## config.mk

```make
export PLATFORM = sky130hd
export DESIGN_NAME = i2c_prim_master
export DESIGN_NICKNAME = d
export VERILOG_FILES = /design/src/rtl/i2c_prim_master.sv
export SDC_FILE = /design/constraint.sdc
export NUM_CORES = 1
export LEC_CHECK = 0
export ABC_AREA = 1
export BUFFER_PORTS_ARGS = -buffer_cell sky130_fd_sc_hd__buf_2
export CAP_MARGIN = 10
export CORE_MARGIN = 4
export CORE_UTILIZATION = 45
export DETAILED_ROUTE_END_ITERATION = 10
export GPL_TIMING_DRIVEN = 0
export PLACE_DENSITY_LB_ADDON = 0.15
export SLEW_MARGIN = 20
export SYNTH_ARGS = -nofsm -noshare
export SYNTH_HDL_FRONTEND = slang
export SYNTH_SLANG_ARGS = --single-unit
```

## constraint.sdc

```tcl
create_clock -name clk -period 10.8 [get_ports clk]
set_input_delay 2.16 -clock clk [delete_from_list [all_inputs] [get_ports clk]]
set_output_delay 2.16 -clock clk [all_outputs]
set_load 0.01 [all_outputs]
```

## src/rtl/i2c_prim_master.sv

```systemverilog
module i2c_prim_master (
  input  logic        clk,
  input  logic        rst_n,
  input  logic        reg_we,
  input  logic [2:0]  reg_addr,
  input  logic [31:0] reg_wdata,
  output logic [31:0] reg_rdata,
  output logic        scl_oe,
  output logic        sda_oe,
  input  logic        sda_in,
  output logic        irq
);

  localparam logic [2:0] A_CMD = 3'd0, A_STAT = 3'd1, A_TA = 3'd2,
                         A_TB = 3'd3, A_TC = 3'd4, A_HOLD = 3'd5;
  localparam logic [2:0] OP_START = 3'd1, OP_STOP = 3'd2, OP_RSTART = 3'd3,
                         OP_SEND = 3'd4, OP_RECV = 3'd5;
  localparam logic [3:0] LAST_BIT = 4'd8;

  typedef enum logic [3:0] {
    PH_IDLE, PH_ST_SU, PH_ST_HD, PH_SP_LO, PH_SP_SU,
    PH_RS_LO, PH_RS_REL, PH_B_HD, PH_B_LO, PH_B_HI
  } ph_t;

  logic [7:0]  t_st_su, t_st_hd, t_sp_su, t_dsu, t_slo, t_shi, t_div, t_rs;
  logic [15:0] t_dhd;

  ph_t         ph;
  logic        busy_q;
  logic [2:0]  op_q;
  logic [8:0]  tx_sh;
  logic [8:0]  sh_q;
  logic [7:0]  rx_q;
  logic [3:0]  bit_q;
  logic [1:0]  stat_q;
  logic [7:0]  div_cnt;
  logic [15:0] ph_cnt;
  logic        scl_q, sda_q;

  logic        cmd_wr, op_ok, accept, tick, ph_end, fin;
  logic [15:0] dur, dur_eff;
  logic [1:0]  done_set, clr;

  assign cmd_wr  = reg_we && (reg_addr == A_CMD);
  assign op_ok   = (reg_wdata[2:0] >= OP_START) && (reg_wdata[2:0] <= OP_RECV);
  assign accept  = cmd_wr && op_ok && !busy_q;
  assign tick    = busy_q && (div_cnt == t_div);

  always_comb begin
    case (ph)
      PH_ST_SU:  dur = {8'h00, t_st_su};
      PH_ST_HD:  dur = {8'h00, t_st_hd};
      PH_SP_LO:  dur = {8'h00, t_dsu};
      PH_SP_SU:  dur = {8'h00, t_sp_su};
      PH_RS_LO:  dur = {8'h00, t_dsu};
      PH_RS_REL: dur = {8'h00, t_rs};
      PH_B_HD:   dur = t_dhd;
      PH_B_LO:   dur = {8'h00, t_slo};
      PH_B_HI:   dur = {8'h00, t_shi};
      default:   dur = 16'd1;
    endcase
  end

  assign dur_eff = (dur == 16'd0) ? 16'd1 : dur;
  assign ph_end  = tick && (ph_cnt == dur_eff - 16'd1);
  assign fin     = ph_end && (ph == PH_ST_HD || ph == PH_SP_SU ||
                              (ph == PH_B_HI && bit_q == LAST_BIT));
  assign done_set = !fin ? 2'b00 :
                    ((ph == PH_B_HI) && sh_q[0]) ? 2'b10 : 2'b01;
  assign clr     = (reg_we && reg_addr == A_STAT) ? reg_wdata[1:0] : 2'b00;

  always_ff @(posedge clk or negedge rst_n) begin
    if (!rst_n) begin
      t_st_su <= '0; t_st_hd <= '0; t_sp_su <= '0; t_dsu <= '0;
      t_slo <= '0; t_shi <= '0; t_div <= '0; t_rs <= '0; t_dhd <= '0;
    end else if (reg_we) begin
      case (reg_addr)
        A_TA: begin
          t_st_su <= reg_wdata[31:24];
          t_st_hd <= reg_wdata[23:16];
          t_sp_su <= reg_wdata[15:8];
        end
        A_TB: begin
          t_dsu <= reg_wdata[31:24];
          t_slo <= reg_wdata[15:8];
          t_shi <= reg_wdata[7:0];
        end
        A_TC: begin
          t_div <= reg_wdata[23:16];
          t_rs  <= reg_wdata[7:0];
        end
        A_HOLD: t_dhd <= reg_wdata[15:0];
        default: ;
      endcase
    end
  end

  always_ff @(posedge clk or negedge rst_n) begin
    if (!rst_n) begin
      ph <= PH_IDLE; busy_q <= 1'b0; op_q <= '0; tx_sh <= '0; sh_q <= '0;
      rx_q <= '0; bit_q <= '0; stat_q <= '0; div_cnt <= '0; ph_cnt <= '0;
      scl_q <= 1'b0; sda_q <= 1'b0;
    end else begin
      stat_q <= (stat_q & ~clr) | done_set;

      if (accept)      div_cnt <= '0;
      else if (busy_q) div_cnt <= tick ? 8'd0 : div_cnt + 8'd1;

      if (accept)    ph_cnt <= '0;
      else if (tick) ph_cnt <= ph_end ? 16'd0 : ph_cnt + 16'd1;

      if (accept) begin
        op_q   <= reg_wdata[2:0];
        busy_q <= 1'b1;
        bit_q  <= '0;
        tx_sh  <= (reg_wdata[2:0] == OP_SEND) ? {reg_wdata[31:24], 1'b1}
                                              : {8'hFF, reg_wdata[3]};
        case (reg_wdata[2:0])
          OP_START:  begin ph <= PH_ST_SU; scl_q <= 1'b0; sda_q <= 1'b0; end
          OP_STOP:   begin ph <= PH_SP_LO; scl_q <= 1'b1; sda_q <= 1'b1; end
          OP_RSTART: begin ph <= PH_RS_LO; scl_q <= 1'b1; sda_q <= 1'b0; end
          default:   begin ph <= PH_B_HD;  scl_q <= 1'b1; end
        endcase
      end else if (ph_end) begin
        case (ph)
          PH_ST_SU:  begin ph <= PH_ST_HD; sda_q <= 1'b1; end
          PH_ST_HD:  begin ph <= PH_IDLE; busy_q <= 1'b0; scl_q <= 1'b1; end
          PH_SP_LO:  begin ph <= PH_SP_SU; scl_q <= 1'b0; end
          PH_SP_SU:  begin ph <= PH_IDLE; busy_q <= 1'b0; sda_q <= 1'b0; end
          PH_RS_LO:  begin ph <= PH_RS_REL; scl_q <= 1'b0; end
          PH_RS_REL: begin ph <= PH_ST_HD; sda_q <= 1'b1; end
          PH_B_HD:   begin ph <= PH_B_LO; sda_q <= ~tx_sh[8]; end
          PH_B_LO: begin
            ph    <= PH_B_HI;
            scl_q <= 1'b0;
            sh_q  <= {sh_q[7:0], sda_in};
          end
          PH_B_HI: begin
            scl_q <= 1'b1;
            if (bit_q == LAST_BIT) begin
              ph     <= PH_IDLE;
              busy_q <= 1'b0;
              if (op_q == OP_RECV) rx_q <= sh_q[8:1];
            end else begin
              ph    <= PH_B_HD;
              bit_q <= bit_q + 4'd1;
              tx_sh <= {tx_sh[7:0], 1'b1};
            end
          end
          default: begin ph <= PH_IDLE; busy_q <= 1'b0; end
        endcase
      end
    end
  end

  assign scl_oe = scl_q;
  assign sda_oe = sda_q;
  assign irq    = |stat_q;

  always_comb begin
    case (reg_addr)
      A_CMD:   reg_rdata = {8'h00, rx_q, 7'h00, busy_q, 8'h00};
      A_STAT:  reg_rdata = {30'h0, stat_q};
      A_TA:    reg_rdata = {t_st_su, t_st_hd, t_sp_su, 8'h00};
      A_TB:    reg_rdata = {t_dsu, 8'h00, t_slo, t_shi};
      A_TC:    reg_rdata = {8'h00, t_div, 8'h00, t_rs};
      A_HOLD:  reg_rdata = {16'h0000, t_dhd};
      default: reg_rdata = 32'h0;
    endcase
  end

endmodule

```

==> qor.yml, run 1 <==
outcome:
  outcome: "finished, final reports clean"
worst_setup_path:
  crit_path_top_delay_cell: "sky130_fd_sc_hd__clkbuf_1"
  r2r_cells: 25
  cp_top_family: "buffers and inverters"
  critical_path_required_ps: 8640
  sequence_of_cells_on_the_critical_path: "buf_2 -> inv_1 -> nor2_1 -> nand2_1 -> clkinv_1 -> clkbuf_1 -> nand2_1 -> o211ai_1 -> buf_2"
  setup.worst_path.start_class: "input port"
  worst_r2r_startpoint: "ph[1]"
  ff2ff_setup_slack_ps: 6170
  cp_data_arrival_time_ps: 3760
  critical_path_buf_inv_count: 5
  critPathCaptureType: "primary output"
  cp_max_fo: 10
  worstReg2RegEnd: "tx_sh[6]"
  path_class: "input port to primary output"
  critPathMaxStageDelay_ps: 550
yosys:
  synth_top_area_cell: "sky130_fd_sc_hd__dfrtp_1"
  synth.net_count: 1236
  seq_area_frac_synth_pct: 42.6
  netlist_top_cells_count: "sky130_fd_sc_hd__nand2_1 (350), sky130_fd_sc_hd__dfrtp_1 (146), sky130_fd_sc_hd__inv_1 (141)"
  syn_inst: 1192
  postSynthRegisterBits: 146
  ys.warnings.count: 0
  synthDominantCellAreaShare_pct: 42.6
  ys_top_cells_by_area: "sky130_fd_sc_hd__dfrtp_1 (43%), sky130_fd_sc_hd__nand2_1 (15%), sky130_fd_sc_hd__nand3_1 (6.9%)"
  synth.avg_cell_area_sq_um: 7.20
  async_reset_ff_share_pct: 100
  synthDistinctLibCells: 42
  synthesis.area_sq_um: 8590
  synth-main-ff-cell: "sky130_fd_sc_hd__dfrtp_1"
  synthMostInstantiatedCell: "sky130_fd_sc_hd__nand2_1"
  synth_edf_count: 0
route:
  dr.pass1.iters: 5
  vias_per_cell: 5.42
  drtAntennaViolNets: 0
  wl_mm: 28.1
  wl_per_cell_um: 18.4
  drt_drc_violations_left: 0
  via_count: 8296
  drt_iter0_drc: 714
floorplanning:
  die_y_um: 146
  floorplan.die.width_um: 146
  rows: 50
  area_of_the_die_sq_um: 21400
  core_area_sq_um: 18700
  ios: 74
  starting_density_of_the_core_pct: 45.9
finish:
  multiInputGateArea_sq_um: 4160
  drive_gt1_share_pct: 12.3
  area_growth_syn_to_layout_pct: 15.8
  ff_latch_area_sq_um: 3650
  insertedDiodeCount: 0
  layout.nets: 1328
  filler_cell_count: 1848
timing:
  finalSetupViolCount: 0
  share_of_the_clock_period_used_by_the_worst_path_after_layout_pct: 54.8
  slew_headroom_pct: 53.9
  min_period_ps: 5920
  fin_hold_ws_ps: 488
  drv_slew: 0
  grt_setup_unrepaired: "no"
  fin_tns_setup_ps: 0
  maximum_frequency_from_static_timing_analysis_ghz: 0.169
  final_hold_viol_count: 0
  timing_worst_slew_pin_value_ps: 687
  worst_clock_skew_ps: 9.91
placed_design:
  buffer_ports.inserted: 72
  place_hpwl_mm: 21.3
  gp_routability_congestion: 0.926
cts:
  tritoncts_clock_tree: "built"
  clk_root_buffer_cell: "sky130_fd_sc_hd__clkbuf_16"
  worst_setup_hold_path_clk_slew_ps: 60
  cts.sinks: 146
  ctsHtreeMaxLevel: 4
  ctsHoldBuffers: 0
  cts.repair_timing.setup_buffer_count: 0
  cts-buffers-inserted: 17
  clock_tree.buffer_depth: 2
  clk-insertion-delay-late_ps: 420
  cts_repair_resize_count: 0
power_and_ir_drop:
  share_comb_of_total_power_pct: 36.2
  cellPowerDensity_nw_per_um2: 221
  total_switching_power_mw: 0.874
  leakagePower_nw: 5.05
  p_int_mw: 1.32
  clkPwrFrac_pct: 30.5
  vdd.ir_drop.worst_mv: 0.136
  power_switching_share_pct: 39.9
  share_seq_of_total_power_pct: 33.3
hold_path:
  hp-class: "flop to flop"
  min_delay_worst_endpoint: "sh_q[0]"
  hold-path-cell-count: 2
  timing.hold.worst.start: "sh_q[0]"
job:
  timing.max_cap.violations: 0
grt:
  grt_max_degree: 77
  grt_pass1_wl_mm: 44.3
  gr-usage-all-layers_pct: 26.5
  antenna_found_initial: 0
  gr-total-overflow: 0
  via_count_of_the_first_global_routing_pass: 7993
[power groups by stage]
stage	Combinational [mW]	Sequential (mW)	Clock (mW)
finish	0.793	0.731	0.669
global route	0.888	0.741	0.702
CTS	0.784	0.728	0.677
detailed placement	0.779	0.737	0
global placement	0.767	0.736	0
floorplan	0.582	0.704	0
[logic make-up (layout without fill, tap and decap cells)]
logic type	count (synthesis)	after routing	share of synthesized area [%]
xor+xnor	30	30	3.06
fa+ha+maj	5	5	0.729
simple gates	633	633	32.9
compound gates	181	181	11.7
buf+inv	197	301	9.05
flops	146	146	42.6
[layout make-up]
class / instances / area share (%)
sequential: 146 / 36.7
timing repair buffer: 73 / 4.00
inverter: 155 / 5.85
tap: 234 / 2.94
clock inverter: 11 / 2.00
buffer: 42 / 1.96
clock buffer: 20 / 4.69
multi-input combinational: 849 / 41.8
[sequential cells by signal, indices dropped and copies added (netlist names)]
register  cells
bit_q         4
busy_q        1
div_cnt       8
op_q          3
ph            4
ph_cnt       16
rx_q          8
scl_oe        1
sda_oe        1
sh_q          9
stat_q        2
t_dhd        16
t_div         8
t_dsu         8
t_rs          8
t_shi         8
t_slo         8
t_sp_su       8
t_st_hd       8
t_st_su       8
tx_sh         9
[stage by stage]
stage	worst slack [ps]	power (mW)	std cells	area, sq um	utilization, %
global route	4770	2.33	1530	9940	53.2
CTS	4900	2.19	1530	9940	53.2
finish	4880	2.19	1530	9940	53.2
floorplan	5650	1.29	1192	8590	-
detailed placement	4900	1.52	1499	9280	49.6
global placement	4900	1.50	1498	9240	49.4
[cell usage in the layout, fill, tap and decap left out, types with 5 or more instances in the layout]
master and count:
sky130_fd_sc_hd__o211ai_1 10, sky130_fd_sc_hd__ha_1 5, sky130_fd_sc_hd__o21ai_1 27, sky130_fd_sc_hd__xor2_1 24
sky130_fd_sc_hd__xnor2_1 6, sky130_fd_sc_hd__nand4_1 30, sky130_fd_sc_hd__nor3_1 15, sky130_fd_sc_hd__nand3_1 118
sky130_fd_sc_hd__nand2_2 6, sky130_fd_sc_hd__nor2_2 12, sky130_fd_sc_hd__nor2_1 75, sky130_fd_sc_hd__o21ai_0 110
sky130_fd_sc_hd__inv_2 11, sky130_fd_sc_hd__nor2_4 8, sky130_fd_sc_hd__nand3b_1 7, sky130_fd_sc_hd__clkbuf_16 17
sky130_fd_sc_hd__buf_2 77, sky130_fd_sc_hd__nand2_1 350, sky130_fd_sc_hd__buf_4 6, sky130_fd_sc_hd__a21oi_1 8
sky130_fd_sc_hd__bufinv_16 5, sky130_fd_sc_hd__dfrtp_1 146, sky130_fd_sc_hd__inv_1 141, sky130_fd_sc_hd__clkbuf_1 27
sky130_fd_sc_hd__o22ai_1 5, sky130_fd_sc_hd__a22o_1 8
[per-layer routing]
layer  track usage (%)  share of wire, %  vias up  wire, um
met2              43.2                47      278     13200
met4              8.33               2.6        0       722
met3              3.76               6.3       45      1770
met1              36.8                44     3932     12400
met5                 0                 0        -         0
li1                  -                 -     4041         -
[how the worst max path moves through the flow]
stage,start,depth (start not counted),to
after floorplan,reg_addr[1],7,reg_rdata[12]
after global placement,reg_addr[0],9,reg_rdata[3]
after detailed placement,reg_addr[0],9,reg_rdata[3]
after CTS,reg_addr[0],9,reg_rdata[3]
after global routing,reg_addr[1],9,reg_rdata[17]
final,reg_addr[0],9,reg_rdata[3]
[worst min-delay path: stages, from the launching register on]
cell                      delay (ps)
sky130_fd_sc_hd__dfrtp_1         340
sky130_fd_sc_hd__nand2_1          50
sky130_fd_sc_hd__o21ai_1          60
(Power assumes the default switching activity.)
==> run 2, diff against run 1 <==
Settings changed: ABC_AREA 1 to 0.
Clock period 10.8 ns to 4.8 ns, I/O delays scaled along.
==> qor.yml, run 2 <==
outcome:
  outcome: "finished, final reports clean"
timing:
  finalSetupViolCount: 0
  post-route-worst-setup-slack_ps: 123
  final_hold_viol_count: 0
  min_period_ps: 4680
  timing_worst_slew_pin_value_ps: 1120
  slew_headroom_pct: 24.5
  drv_slew: 0
  maximum_frequency_from_static_timing_analysis_ghz: 0.214
  share_of_the_clock_period_used_by_the_worst_path_after_layout_pct: 97.4
  worst_clock_skew_ps: 8.34
  fin_tns_setup_ps: 0
finish:
  reg_top3: "ph_cnt x16, t_dhd x16"
  final_common_cell: "sky130_fd_sc_hd__dfrtp_1"
  area_growth_syn_to_layout_pct: 17.4
  layout.nets: 1046
  insertedDiodeCount: 0
  filler_cell_count: 1799
  final_cell_mix: "sky130_fd_sc_hd__dfrtp_1 (145), sky130_fd_sc_hd__mux2_2 (88), sky130_fd_sc_hd__nand2_1 (84)"
  drive_gt1_share_pct: 26.2
yosys:
  synth.area.mux_share_pct: 19.2
  synth_compound_gate_area_share_pct: 12.8
  synthDominantCellAreaShare_pct: 41.1
  synth-adder-area-share_pct: 0.703
  synth_top_area_cell: "sky130_fd_sc_hd__dfrtp_1"
  synthDistinctLibCells: 72
  async_reset_ff_share_pct: 100
  synth.net_count: 945
  synthesis.area_sq_um: 8890
  synthSimpleGateAreaFrac_pct: 18.9
  syn_inst: 901
  ys.warnings.count: 0
  synth.avg_cell_area_sq_um: 9.87
  synth-main-ff-cell: "sky130_fd_sc_hd__dfrtp_1"
  synth_top_family_by_area: "multiplexers"
  seq_area_frac_synth_pct: 41.1
  postSynthRegisterBits: 146
  synthMostInstantiatedCell: "sky130_fd_sc_hd__dfrtp_1"
  netlist_top_cells_count: "sky130_fd_sc_hd__dfrtp_1 (146), sky130_fd_sc_hd__mux2_2 (88), sky130_fd_sc_hd__nand2_1 (84)"
  synth_edf_count: 0
  ys_top_cells_by_area: "sky130_fd_sc_hd__dfrtp_1 (41%), sky130_fd_sc_hd__mux2_2 (11%), sky130_fd_sc_hd__mux2i_1 (5.7%)"
  synth_xor_area_share_pct: 3.45
floorplanning:
  die_y_um: 149
  rows: 51
  floorplan.die.width_um: 149
  ios: 74
  area_of_the_die_sq_um: 22100
  starting_density_of_the_core_pct: 45.7
  core_area_sq_um: 19500
cts:
  clock_tree.buffer_depth: 2
  cts.sinks: 146
  clk-insertion-delay-late_ps: 430
  ctsHoldBuffers: 0
  ctsHtreeMaxLevel: 4
  clk_root_buffer_cell: "sky130_fd_sc_hd__clkbuf_16"
  worst_setup_hold_path_clk_slew_ps: 60
  tritoncts_clock_tree: "built"
  cts-buffers-inserted: 17
grt:
  antenna_found_initial: 0
  grt_max_degree: 86
  via_count_of_the_first_global_routing_pass: 6961
  gr-usage-all-layers_pct: 24.0
  gr-total-overflow: 0
  grt_pass1_wl_mm: 40.7
worst_setup_path:
  critical_path_required_ps: 5110
  path_class: "flop to flop"
  critPathCaptureType: "flop"
  worstReg2RegEnd: "rx_q[2]"
  r2r_cells: 20
  critPathMaxStageDelay_ps: 420
  setup.worst_path.start_class: "flop"
  crit_path_top_delay_cell: "sky130_fd_sc_hd__a221oi_2"
  sequence_of_cells_on_the_critical_path: "buf_6 -> buf_6 -> buf_6 -> mux2i_1 -> o22ai_1 -> a221oi_2 -> and4_1 -> a31oi_4 -> ha_1 -> inv_1 -> a21oi_1 -> nor4b_4 -> nand4_1 -> mux2_2 -> a211oi_1 -> a211oi_2 -> and3_4 -> buf_6 -> nand4_4 -> mux2_2"
  critPathMostFrequentCell: "sky130_fd_sc_hd__buf_6"
  worst_r2r_startpoint: "ph[2]"
  ff2ff_setup_slack_ps: 120
  cp_data_arrival_time_ps: 4990
  cp_max_fo: 10
power_and_ir_drop:
  vdd.ir_drop.worst_mv: 0.308
  cellPowerDensity_nw_per_um2: 502
  leakagePower_nw: 4.49
placed_design:
  buffer_ports.inserted: 69
  detailedPlace.worstSlack_ps: -343
  place_hpwl_mm: 19.0
  gp_routability_congestion: 0.854
route:
  wl_per_cell_um: 20.5
  drt_iter0_drc: 489
  vias_per_cell: 5.68
  dr.pass1.iters: 5
  via_count: 7272
  drt_drc_violations_left: 0
  wl_mm: 26.2
  drtAntennaViolNets: 0
job:
  timing.max_cap.violations: 0
hold_path:
  hp-class: "input port to async pin"
==> run 2: kinds of logic after synthesis <==
| logic type | Yosys count |
|---|---|
| flip-flops | 146 |
| buffers and inverters | 79 |
| multiplexers | 154 |
| AO/OA/AOI/OAI | 162 |
| adder cells (fa/ha/maj) | 5 |
| AND/OR/NAND/NOR | 320 |
| XOR/XNOR | 35 |
==> run 2: cell type report <==
class | count | area [sq um] | share of cell area [%]
clock inverters | 11 | 128 | 1.22
repair buffers | 82 | 473 | 4.53
multi-input cells | 676 | 5040 | 48.2
inverters | 9 | 33.8 | 0.323
clock buffers | 21 | 460 | 4.41
flip-flops and latches | 146 | 3650 | 35.0
well taps | 265 | 332 | 3.17
plain buffers | 70 | 327 | 3.13
==> run 2: what timing repair did <==
action / CTS / global route
setup buffers: 1 / 10
pin swaps: 1 / 8
gates resized for setup: 13 / 19
setup endpoints to repair: 44 / 41
==> run 2: metal layers <==
metal  up-vias  wire, um  share of wire [%]  GRT usage [%]
li1       3467         -                  -              -
met1      3577     12100                 46           33.5
met2       200     12100                 46           37.8
met3        28      1400                5.3           4.42
met4         0       600                2.3           7.85
met5         -         0                  0              0
==> run 2: report_power, final <==
group / internal [mW] / leakage (nW) / switching, mW
combinational: 0.956 / 2.39 / 1.22
clock: 0.797 / 0.280 / 0.549
sequential: 1.47 / 1.82 / 0.242
==> run 2: how the worst max path moves through the flow <==
stage	from	end	slack, ps	depth (start not counted)
finish	ph[2]	rx_q[2]	120	20
global route	ph[0]	rx_q[3]	-7	20
CTS	ph[1]	sh_q[2]	20	18
detailed placement	ph[0]	sh_q[3]	-340	18
global placement	ph[0]	sh_q[6]	-340	18
floorplan	ph[1]	sh_q[0]	540	18
==> run 2: critical path: cells and delay by family, from the launching register on <==
family / cells / cell delay, ps
fa+ha+maj: 1 / 290
buf+inv: 5 / 710
mux: 3 / 990
simple gates: 5 / 1060
compound gates: 6 / 1130
flops: 1 / 340
==> run 2: through the flow <==
step	util (%)	total power [mW]	cell area, sq um	hold slack [ps]	cells
floorplan	-	3.11	8890	439	901
global placement	49.2	3.64	9570	458	1235
detailed placement	49.4	3.67	9620	469	1237
CTS	52.8	5.10	10300	484	1270
global route	53.7	5.52	10400	511	1280
finish	53.7	5.24	10400	480	1280
==> run 3, diff against run 2 <==
Settings changed: CORE_MARGIN 4 to 3.
==> qor.yml, run 3 (synthesis gave the netlist of run 2 again) <==
outcome:
  outcome: "finished, final reports clean"
placed_design:
  place_hpwl_mm: 18.9
  gp_routability_congestion: 0.900
  dpl_cell_area_sq_um: 9620
  place_inst: 1232
  buffer_ports.inserted: 69
route:
  wl_per_cell_um: 20.7
  drtAntennaViolNets: 0
  vias_per_cell: 5.79
  drt_iter0_drc: 528
  dr.pass1.iters: 5
  drt_drc_violations_left: 0
  via_count: 7373
  wl_mm: 26.3
power_and_ir_drop:
  finalPower_mw: 5.39
  share_seq_of_total_power_pct: 31.9
  leakagePower_nw: 4.52
  p_int_mw: 3.27
  power_switching_share_pct: 39.4
  share_comb_of_total_power_pct: 42.8
  cellPowerDensity_nw_per_um2: 513
  vdd.ir_drop.worst_mv: 0.355
  total_switching_power_mw: 2.12
  clkPwrFrac_pct: 25.4
cts:
  clk-insertion-delay-late_ps: 430
  ctsHtreeMaxLevel: 4
  worst_setup_hold_path_clk_slew_ps: 70
  cts.sinks: 146
  cts-buffers-inserted: 17
  clock_tree.buffer_depth: 2
  tritoncts_clock_tree: "built"
  ctsHoldBuffers: 0
  clk_root_buffer_cell: "sky130_fd_sc_hd__clkbuf_16"
timing:
  slew_headroom_pct: 37.6
  worst_clock_skew_ps: 11.2
  fin_hold_ws_ps: 473
  min_period_ps: 4690
  final_hold_viol_count: 0
  timing_worst_slew_pin_value_ps: 936
  share_of_the_clock_period_used_by_the_worst_path_after_layout_pct: 97.7
  finalSetupViolCount: 0
  drv_slew: 0
  fin_tns_setup_ps: 0
  maximum_frequency_from_static_timing_analysis_ghz: 0.213
worst_setup_path:
  critPathCaptureType: "flop"
  worst_r2r_startpoint: "ph[0]"
  setup.worst_path.start: "ph[0]"
  worstReg2RegEnd: "rx_q[1]"
  cp_data_arrival_time_ps: 5000
  path_class: "flop to flop"
  ff2ff_setup_slack_ps: 110
  critical_path_required_ps: 5110
  setup.worst_path.start_class: "flop"
  r2r_cells: 19
  cp_max_fo: 9
grt:
  grt_pass1_wl_mm: 41.4
  via_count_of_the_first_global_routing_pass: 7079
  gr-total-overflow: 0
  grt_max_degree: 82
  gr-usage-all-layers_pct: 24.6
  antenna_found_initial: 0
hold_path:
  hp-class: "flop to flop"
  timing.hold.worst.start: "op_q[1]"
  hold-path-cell-count: 2
  min_delay_worst_endpoint: "op_q[1]"
finish:
  area_growth_syn_to_layout_pct: 18.1
  insertedDiodeCount: 0
  filler_cell_count: 1773
  drive_gt1_share_pct: 27.2
  design_area_sq_um: 10500
  final-instance-count-excl-fill: 1274
  final_cell_mix: "sky130_fd_sc_hd__dfrtp_1 (144), sky130_fd_sc_hd__mux2_2 (87), sky130_fd_sc_hd__nand2_1 (84)"
  layout.nets: 1045
  reg_top3: "ph_cnt x16, t_dhd x16"
  final_common_cell: "sky130_fd_sc_hd__dfrtp_1"
floorplanning:
  ios: 74
  rows: 50
  starting_density_of_the_core_pct: 46.6
  die_y_um: 147
  core_area_sq_um: 19100
  floorplan.die.width_um: 147
  area_of_the_die_sq_um: 21500
job:
  timing.max_cap.violations: 0
[run 3: cell types whose count changed in the layout (fill, tap and decap cells not counted), moves of 3 or more]
cell	change
sky130_fd_sc_hd__buf_2	-3
sky130_fd_sc_hd__inv_8	+5
sky130_fd_sc_hd__clkbuf_1	-4
sky130_fd_sc_hd__inv_6	+3
[run 3: power by group through the flow]
stage          Clock, mW  Sequential (mW)  Combinational [mW]
3_3_place_gp           0             1.72                1.92
6_report            1.37             1.72                2.30
4_1_cts             1.38             1.71                2.02
2_1_floorplan          0             1.64                1.48
5_1_grt             1.44             1.75                2.49
3_5_place_dp           0             1.73                1.95
[run 3: per-stage QoR]
step / util [%] / setup slack (ps)
global route: 55.0 / -69.0
detailed placement: 50.4 / -308
floorplan: - / 541
global placement: 50.1 / -361
CTS: 53.8 / 6.39
finish: 55.0 / 110
[run 3: repair_timing]
item / in CTS / in global routing
pin swaps: 2 / 9
setup buffers: 1 / 10
resized for setup: 10 / 40
setup endpoints to repair: 42 / 43
[run 3: how the worst max path moves through the flow]
stage,to,slack [ps],cells after the start
detailed placement,sh_q[5],-310,18
finish,rx_q[1],110,19
CTS,rx_q[6],6,18
global route,rx_q[7],-70,19
global placement,sh_q[6],-360,18
floorplan,sh_q[0],540,18
[run 3: critical path, cell delays in order, from the launching register on]
cell	delay, ps
sky130_fd_sc_hd__dfrtp_1	320
sky130_fd_sc_hd__buf_2	180
sky130_fd_sc_hd__nor2b_4	370
sky130_fd_sc_hd__and2_1	440
sky130_fd_sc_hd__a2111oi_4	160
sky130_fd_sc_hd__and4_1	260
sky130_fd_sc_hd__a31oi_4	210
sky130_fd_sc_hd__ha_2	220
sky130_fd_sc_hd__inv_1	80
sky130_fd_sc_hd__a21oi_2	110
sky130_fd_sc_hd__nor4b_4	220
sky130_fd_sc_hd__nand4_1	250
sky130_fd_sc_hd__mux2_4	380
sky130_fd_sc_hd__a211oi_2	220
sky130_fd_sc_hd__a211oi_2	70
sky130_fd_sc_hd__buf_4	160
sky130_fd_sc_hd__and3_1	160
sky130_fd_sc_hd__buf_4	190
sky130_fd_sc_hd__nand4_4	190
sky130_fd_sc_hd__mux2_2	360
[run 3: final cells by class]
type	count	area (sq um)	area share, %
inverters	9	33.8	0.322
clock buffers	18	439	4.18
well taps	260	325	3.10
plain buffers	69	328	3.12
multi-input cells	676	5090	48.5
flip-flops and latches	146	3660	34.8
repair buffers	82	473	4.50
clock inverters	14	155	1.48
[run 3: layer usage]
metal | share of wire [%] | track usage (%)
met5 | 0 | 0
met2 | 47 | 39.2
met3 | 5.5 | 5.12
met1 | 45 | 34.4
met4 | 1.8 | 6.02
